`config.mk`:
```
export PLATFORM = sky130hd
export DESIGN_NAME = pause_gen
export DESIGN_NICKNAME = d
export VERILOG_FILES = /design/src/rtl/pause_pkg.sv /design/src/rtl/pause_timer.sv /design/src/rtl/pause_ctrl.sv /design/src/rtl/pause_ser.sv /design/src/rtl/pause_gen.sv
export SDC_FILE = /design/constraint.sdc
export NUM_CORES = 1
export LEC_CHECK = 0
export ABC_CLOCK_PERIOD_IN_PS = 5000
export BUFFER_PORTS_ARGS = -buffer_cell sky130_fd_sc_hd__buf_2
export CELL_PAD_IN_SITES_DETAIL_PLACEMENT = 1
export CELL_PAD_IN_SITES_GLOBAL_PLACEMENT = 1
export CORE_ASPECT_RATIO = 1.4
export CORE_UTILIZATION = 45
export DETAILED_ROUTE_END_ITERATION = 10
export GPL_ROUTABILITY_DRIVEN = 0
export PLACE_DENSITY_LB_ADDON = 0.1
export SKIP_LAST_GASP = 1
export SLEW_MARGIN = 20
export SYNTH_ARGS = -nofsm -noshare
export SYNTH_HDL_FRONTEND = slang
export SYNTH_SLANG_ARGS = --single-unit
```
`constraint.sdc`:
```
create_clock -name clk -period 5 [get_ports clk]
set_input_delay 0 -clock clk [delete_from_list [all_inputs] [get_ports clk]]
set_output_delay 0 -clock clk [all_outputs]
set_load 0.01 [all_outputs]
```
`src/rtl/pause_pkg.sv`:
```
package pause_pkg;

   localparam int HDR_BYTES = 18;

   typedef enum logic {
      KIND_XOFF = 1'b0,
      KIND_XON  = 1'b1
   } pause_kind_e;

   function automatic logic [7:0] hdr_byte(input int unsigned idx,
                                           input logic [47:0]  sa,
                                           input logic [15:0]  len);
      logic [7:0] b;
      b = 8'h00;
      if (idx == 0 || idx == 5)        b = 8'h01;
      else if (idx == 1)               b = 8'h80;
      else if (idx == 2)               b = 8'hC2;
      else if (idx >= 6 && idx <= 11)  b = sa[8*(11-idx) +: 8];
      else if (idx == 12)              b = 8'h88;
      else if (idx == 13)              b = 8'h08;
      else if (idx == 15)              b = 8'h01;
      else if (idx == 16)              b = len[15:8];
      else if (idx == 17)              b = len[7:0];
      return b;
   endfunction

endpackage

```
`src/rtl/pause_timer.sv`:
```
module pause_timer #(
   parameter int TIME_W     = 16,
   parameter int PRESCALE_W = 9
) (
   input  logic              clk,
   input  logic              rst_n,
   input  logic              bit_tick,
   input  logic              reload,
   input  logic              clear,
   input  logic [TIME_W-1:0] load_val,
   output logic [TIME_W-1:0] remaining
);
   localparam logic [PRESCALE_W-1:0] PRE_MAX = {PRESCALE_W{1'b1}};

   logic [PRESCALE_W-1:0] pre_q;
   logic [TIME_W-1:0]     rem_q;
   logic                  active;
   logic                  step;

   initial begin
      if (TIME_W < 2)     $error("pause_timer: TIME_W too small");
      if (PRESCALE_W < 1) $error("pause_timer: PRESCALE_W too small");
   end

   assign active = (rem_q != '0);
   assign step   = active && bit_tick && (pre_q == PRE_MAX);

   always_ff @(posedge clk) begin
      if (!rst_n) begin
         pre_q <= '0;
         rem_q <= '0;
      end else if (reload) begin
         pre_q <= '0;
         rem_q <= load_val;
      end else if (clear) begin
         pre_q <= '0;
         rem_q <= '0;
      end else if (active && bit_tick) begin
         pre_q <= pre_q + 1'b1;
         if (step) rem_q <= rem_q - 1'b1;
      end
   end

   assign remaining = rem_q;


   rem_step_chk: assert property (@(posedge clk) disable iff (!rst_n)
      (!$past(reload) && !$past(clear) && (remaining != $past(remaining)))
      |-> (remaining == $past(remaining) - 1'b1));

endmodule

```
`src/rtl/pause_ctrl.sv`:
```
module pause_ctrl
   import pause_pkg::*;
#(
   parameter int LEVEL_W     = 10,
   parameter int TIME_W      = 16,
   parameter bit AT_OR_ABOVE = 1'b0
) (
   input  logic               clk,
   input  logic               rst_n,
   input  logic [LEVEL_W-1:0] fifo_level,
   input  logic [LEVEL_W-1:0] level_thresh,
   input  logic [TIME_W-1:0]  remaining,
   input  logic [TIME_W-1:0]  refresh_lead,
   input  logic               ser_busy,
   output logic               start,
   output pause_kind_e        start_kind
);
   logic        cong;
   logic        clr_seen_q;
   logic        cong_seen_q;
   pause_kind_e cur_kind_q;
   logic        xoff_go;
   logic        xon_go;

   initial begin
      if (LEVEL_W < 1) $error("pause_ctrl: LEVEL_W too small");
   end

   generate
      if (AT_OR_ABOVE) begin : g_cmp_ge
         assign cong = (fifo_level >= level_thresh);
      end else begin : g_cmp_gt
         assign cong = (fifo_level > level_thresh);
      end
   endgenerate

   assign xoff_go = (cong && (remaining <= refresh_lead)) || cong_seen_q;
   assign xon_go  = (!cong || clr_seen_q) && (remaining != '0);

   always_comb begin
      start      = 1'b0;
      start_kind = KIND_XOFF;
      if (!ser_busy) begin
         if (xoff_go) begin
            start      = 1'b1;
            start_kind = KIND_XOFF;
         end else if (xon_go) begin
            start      = 1'b1;
            start_kind = KIND_XON;
         end
      end
   end

   always_ff @(posedge clk) begin
      if (!rst_n) begin
         clr_seen_q  <= 1'b0;
         cong_seen_q <= 1'b0;
         cur_kind_q  <= KIND_XOFF;
      end else if (start) begin
         clr_seen_q  <= 1'b0;
         cong_seen_q <= 1'b0;
         cur_kind_q  <= start_kind;
      end else if (ser_busy) begin
         if (cur_kind_q == KIND_XOFF && !cong) clr_seen_q  <= 1'b1;
         if (cur_kind_q == KIND_XON  &&  cong) cong_seen_q <= 1'b1;
      end
   end


   start_taken_chk: assert property (@(posedge clk) disable iff (!rst_n)
      start |=> ser_busy);


   quiet_chk: assert property (@(posedge clk) disable iff (!rst_n)
      (!cong && !cong_seen_q && remaining == '0) |-> !start);

endmodule

```
`src/rtl/pause_ser.sv`:
```
module pause_ser
   import pause_pkg::*;
#(
   parameter int TIME_W    = 16,
   parameter int PAD_BYTES = 42
) (
   input  logic              clk,
   input  logic              rst_n,
   input  logic              start,
   input  pause_kind_e       start_kind,
   input  logic [TIME_W-1:0] len_in,
   input  logic [47:0]       sa_in,
   output logic              busy,
   output logic              done_xoff,
   output logic              done_xon,
   output logic              tx_valid,
   input  logic              tx_ready,
   output logic [7:0]        tx_data,
   output logic              tx_last
);
   localparam int FRAME_LEN = HDR_BYTES + PAD_BYTES;
   localparam int IDX_W     = $clog2(FRAME_LEN);
   localparam logic [IDX_W-1:0] LAST_IDX = IDX_W'(FRAME_LEN - 1);

   logic [IDX_W-1:0] idx_q;
   logic [15:0]      len_q;
   logic [47:0]      sa_q;
   pause_kind_e      kind_q;
   logic             busy_q;
   logic             fire;
   logic             at_end;

   initial begin
      if (TIME_W != 16)   $error("pause_ser: the frame carries a 16-bit length");
      if (PAD_BYTES < 1)  $error("pause_ser: PAD_BYTES must be positive");
   end

   assign fire   = busy_q && tx_ready;
   assign at_end = (idx_q == LAST_IDX);

   always_ff @(posedge clk) begin
      if (!rst_n) begin
         busy_q <= 1'b0;
         idx_q  <= '0;
         len_q  <= '0;
         sa_q   <= '0;
         kind_q <= KIND_XOFF;
      end else if (!busy_q) begin
         if (start) begin
            busy_q <= 1'b1;
            idx_q  <= '0;
            kind_q <= start_kind;
            sa_q   <= sa_in;
            len_q  <= (start_kind == KIND_XON) ? 16'h0000 : 16'(len_in);
         end
      end else if (fire) begin
         if (at_end) begin
            busy_q <= 1'b0;
            idx_q  <= '0;
         end else begin
            idx_q  <= idx_q + 1'b1;
         end
      end
   end

   assign busy      = busy_q;
   assign tx_valid  = busy_q;
   assign tx_data   = busy_q ? hdr_byte(32'(idx_q), sa_q, len_q) : 8'h00;
   assign tx_last   = busy_q && at_end;
   assign done_xoff = fire && at_end && (kind_q == KIND_XOFF);
   assign done_xon  = fire && at_end && (kind_q == KIND_XON);


   stall_hold_chk: assert property (@(posedge clk) disable iff (!rst_n)
      (tx_valid && !tx_ready) |=> (tx_valid && $stable(tx_data) && $stable(tx_last)));


   last_valid_chk: assert property (@(posedge clk) disable iff (!rst_n)
      tx_last |-> tx_valid);


   valid_hold_chk: assert property (@(posedge clk) disable iff (!rst_n)
      (tx_valid && !(tx_ready && tx_last)) |=> tx_valid);

endmodule

```
`src/rtl/pause_gen.sv`:
```
module pause_gen
   import pause_pkg::*;
#(
   parameter int LEVEL_W     = 10,
   parameter int TIME_W      = 16,
   parameter int PRESCALE_W  = 9,
   parameter int PAD_BYTES   = 42,
   parameter bit AT_OR_ABOVE = 1'b0
) (
   input  logic               clk,
   input  logic               rst_n,
   input  logic [LEVEL_W-1:0] fifo_level,
   input  logic [LEVEL_W-1:0] level_thresh,
   input  logic [TIME_W-1:0]  pause_len,
   input  logic [TIME_W-1:0]  refresh_lead,
   input  logic [47:0]        src_mac,
   input  logic               bit_tick,
   output logic               tx_valid,
   input  logic               tx_ready,
   output logic [7:0]         tx_data,
   output logic               tx_last
);
   logic              start;
   pause_kind_e       start_kind;
   logic              busy;
   logic              done_xoff;
   logic              done_xon;
   logic [TIME_W-1:0] remaining;

   pause_ctrl #(
      .LEVEL_W     (LEVEL_W),
      .TIME_W      (TIME_W),
      .AT_OR_ABOVE (AT_OR_ABOVE)
   ) u_ctrl (
      .clk          (clk),
      .rst_n        (rst_n),
      .fifo_level   (fifo_level),
      .level_thresh (level_thresh),
      .remaining    (remaining),
      .refresh_lead (refresh_lead),
      .ser_busy     (busy),
      .start        (start),
      .start_kind   (start_kind)
   );

   pause_timer #(
      .TIME_W     (TIME_W),
      .PRESCALE_W (PRESCALE_W)
   ) u_timer (
      .clk       (clk),
      .rst_n     (rst_n),
      .bit_tick  (bit_tick),
      .reload    (done_xoff),
      .clear     (done_xon),
      .load_val  (pause_len),
      .remaining (remaining)
   );

   pause_ser #(
      .TIME_W    (TIME_W),
      .PAD_BYTES (PAD_BYTES)
   ) u_ser (
      .clk        (clk),
      .rst_n      (rst_n),
      .start      (start),
      .start_kind (start_kind),
      .len_in     (pause_len),
      .sa_in      (src_mac),
      .busy       (busy),
      .done_xoff  (done_xoff),
      .done_xon   (done_xon),
      .tx_valid   (tx_valid),
      .tx_ready   (tx_ready),
      .tx_data    (tx_data),
      .tx_last    (tx_last)
   );


   xon_clears_chk: assert property (@(posedge clk) disable iff (!rst_n)
      done_xon |=> (remaining == '0));

endmodule

```
==> summary.txt <==
Status
  – Outcome: finished, violations left
  – Failing checks: design-rule violations

Detailed routing
  – Vias/cell: 5.89
  – Vias post-DR: 5792
  – DR iter-0 viols: between 200 and 250
  – Post-route DRC: 16
  – DR WL/cell: about 19 um
  – DRT Wirelength: 18.4 mm
  – DR pass1 iterations: 11
  – Post-DRT Antenna Nets: 0

STA
  – Worst Skew: approximately 0.0086 ns
  – Max Freq: 299 MHz
  – Final Hold Viols: 0
  – Slew Limit Fails: 0
  – Final setup viols: 0
  – RSZ-0062 raised after global routing: false
  – Setup tns final: 0 ns
  – Final Cycle Share: 0.670
  – Worst Tran Pin Value: 1.02 ns
  – Crit path time final: 3.35 ns
  – Rel. slew slack: 0.322

Clock network
  – Clk buf depth: 2
  – CTS HTree Levels: 3
  – Root Buffer: clkbuf_16
  – Clock Sinks: 99
  – Clock transition at the registers of the reported paths: roughly 0.07 ns
  – CTS tree: done
  – Total CTS buffers: 9
  – Worst-Skew Late Latency: 0.34 ns

Critical path
  – Req. time, crit path: 5.27 ns
  – Worst-path fanout max: 26
  – Crit Path Class: reg -> reg
  – Critical Path Start Type: register
  – CP arrival: ~3.6 ns
  – Crit-path cells: ha_1 -> nand4_1 -> a2111o_1 -> nand3_1 -> and4b_1 -> buf_4 -> o21ai_0 -> a21boi_1
  – Slowest stage delay, CP: around 0.89 ns
  – Slowest CP cell: and4b_1
  – FF-to-FF setup slack: 1.65 ns
  – Worst setup EP type: register

Global routing
  – All-Layer GR Usage: 0.282
  – Initial antenna violation count: 0
  – Remaining Overflow, GRT: 0
  – First-pass GRT wire length: 29.8 mm
  – Largest net degree at the start of global routing: 87
  – Vias in the first global route: 6186

Synthesis
  – Synth Area in Simple Gates: 0.179
  – EDFF count, synth: 0
  – Synthesized area per cell: 8.57 um2
  – Main combinational cell family by area after synthesis: compound AO/OA/AOI/OAI gates
  – #FFs+latches synth: a little under 100
  – Post-synth ARST share: 0
  – Synth unique cells: 64
  – Area contributors post-synth: dfxtp_1 (34%), ha_1 (8.2%), nand3_1 (5.5%)
  – Synth top area share: 0.343
  – Sequential share of the synthesized area: 0.343
  – Synth Area in Adders: 0.0822
  – Synth area leader: dfxtp_1
  – Post-Synth XOR/XNOR Area: 0.0303
  – Post-Syn Area: 5780 um2
  – Synth warnings: 0
  – Post-synthesis mux area share: 0.0450
  – Compound-cell area share of the yosys netlist: 0.255
  – Post-synthesis net count: 817
  – Post-synth top flop: dfxtp_1
  – Post-Syn Instances: just under 700

Power
  – PwrDens: 262 nW/um2
  – Lkg Pwr: approximately 0.0030 uW
  – Worst ir drop on vdd: ~0.13 mV

Layout
  – Synth-to-layout area growth: 26.4%
  – Reg area: 1980 um2
  – Multi-input logic area: 3430 um2
  – Finished Core Util: 0.588
  – Cell area after layout: around 7300 um2
  – Final Net Count: ~970
  – Diode count: 0
  – Fill count: 1471
  – Share of cells above drive strength 1: 0.198

Placed design
  – Hpwl dp: 12.9 mm
  – Port Buffers: between 100 and 150
  – Post-placement cell area: 6350 um2

Min path
  – Hold Crit Class: in -> reg

Floorplan
  – Height of the die: 136 um
  – Die ar.: around 13000 um2
  – Core ar.: roughly 12000 um2
  – Row cnt: 48
  – I/O Pins: 114
  – Die Wd: 97.8 um
  – Initial Util: 0.465

Flow run
  – Max cap viols: 0
-- Yosys cell counts (2+ instances only) --
cell	number
nor4_1	3
clkbuf_8	3
nand3_1	63
mux2i_1	8
a222oi_1	3
ha_1	38
a21boi_0	4
inv_1	36
xor2_1	6
o21ai_0	53
mux4_2	8
clkbuf_1	23
o211ai_1	6
o22ai_1	2
dfxtp_1	99
o211a_1	4
nand2_1	58
a211oi_1	2
or2_4	3
o21ai_1	26
a21boi_1	40
nand2b_1	2
a31oi_1	5
a22oi_1	5
clkbuf_2	3
nor3_1	16
nor2b_1	4
buf_2	5
and2_1	2
or3_1	3
a21boi_2	10
a21oi_1	22
nor3b_1	5
buf_6	7
a32o_1	16
a221oi_1	2
xnor2_1	14
nand3b_1	2
nand4_1	9
nor2_1	31
-- final cells by class --
type / instances / share of cell area
multi-input cells: 498 / 0.469
flip-flops and latches: 99 / 0.271
repair buffers: 185 / 0.174
clock buffers: 12 / 0.0351
well taps: 150 / 0.0257
inverters: 37 / 0.0190
clock inverters: 3 / 0.00650
-- critical path, delay by kind of cell (launching register included) --
kind,cells,cell delay (ns)
DFF,1,0.39
adders and majority gates,1,0.35
and+or+nand+nor,3,1.37
AOI/OAI and AO/OA,3,0.75
buffers and inverters,1,0.40
-- routing by layer --
metal	part of all wire	track usage	vias up
met5	0	0	-
met4	0.035	0.140	0
met3	0.029	0.0350	44
met2	0.56	0.557	148
met1	0.38	0.289	2826
li1	-	-	2774
-- state kept, by name, summed over array words and instances, names as in the netlist --
| register | count |
|---|---|
| u_ser.len_q | 16 |
| u_ser.kind_q | 1 |
| u_ser.sa_q | 48 |
| u_timer.remaining | 16 |
| u_timer.pre_q | 9 |
| u_ctrl.clr_seen_q | 1 |
| u_ctrl.cong_seen_q | 1 |
| u_ser.busy | 1 |
| u_ser.idx_q | 6 |
-- final timing paths --
check | end | from | cells past startpoint
worst max-delay path | u_ser.sa_q[14] | u_timer.remaining[11] | 8
worst max register to register | u_ser.sa_q[14] | u_timer.remaining[11] | 8
worst min-delay path | u_timer.pre_q[8] | bit_tick | 4
worst min register to register | u_timer.pre_q[8] | u_timer.pre_q[8] | 2
-- what timing repair did --
| item | 4_1_cts | 5_1_grt |
|---|---|---|
| endpoints found under the hold margin | 74 | 0 |
| resized for setup | 0 | 0 |
| hold buffers | 65 | 0 |
| setup buffers | 0 | 0 |
-- power breakdown --
group / internal (uW) / switching [uW]
Combinational: 158 / 168
Clock: 415 / 301
Sequential: 838 / 37.3
Total: 1410 / 506
-- cell usage in the layout, fill, tap and decap left out, types with 5 or more instances in the layout --
master,count
a21boi_1,40
xor2_1,6
clkbuf_16,9
mux2i_1,8
nor2_1,31
ha_1,38
buf_4,7
a31oi_1,5
o211ai_1,6
mux4_2,8
nand3_1,63
o21ai_0,53
a21boi_2,10
dlygate4sd3_1,65
a21oi_1,22
nor3b_1,5
nand4_1,9
nand2_1,58
buf_2,113
o21ai_1,26
nor3_1,16
xnor2_1,14
inv_1,36
a22oi_1,5
a32o_1,16
dfxtp_1,99
-- metrics by stage --
stage               worst slack (ns)  total power [uW]  instances  hold slack, ns
detailed placement              1.72              1170        904           0.230
floorplan                       2.37              1080        675           0.109
global placement                1.77              1160        904           0.229
CTS                             1.71              1930        984          0.0935
finish                          1.65              1920        984           0.111
global route                    1.47              2000        984           0.149
-- logic make-up (layout without fill, tap and decap cells) --
family                     after synthesis  in the layout
AOI/OAI and AO/OA                      213            213
buffers and inverters                   78            237
muxes                                   16             16
DFF                                     99             99
adders and majority gates               38             38
and+or+nand+nor                        211            211
xor gates and xnor gates                20             20
Power figures use the tool's default switching activity.
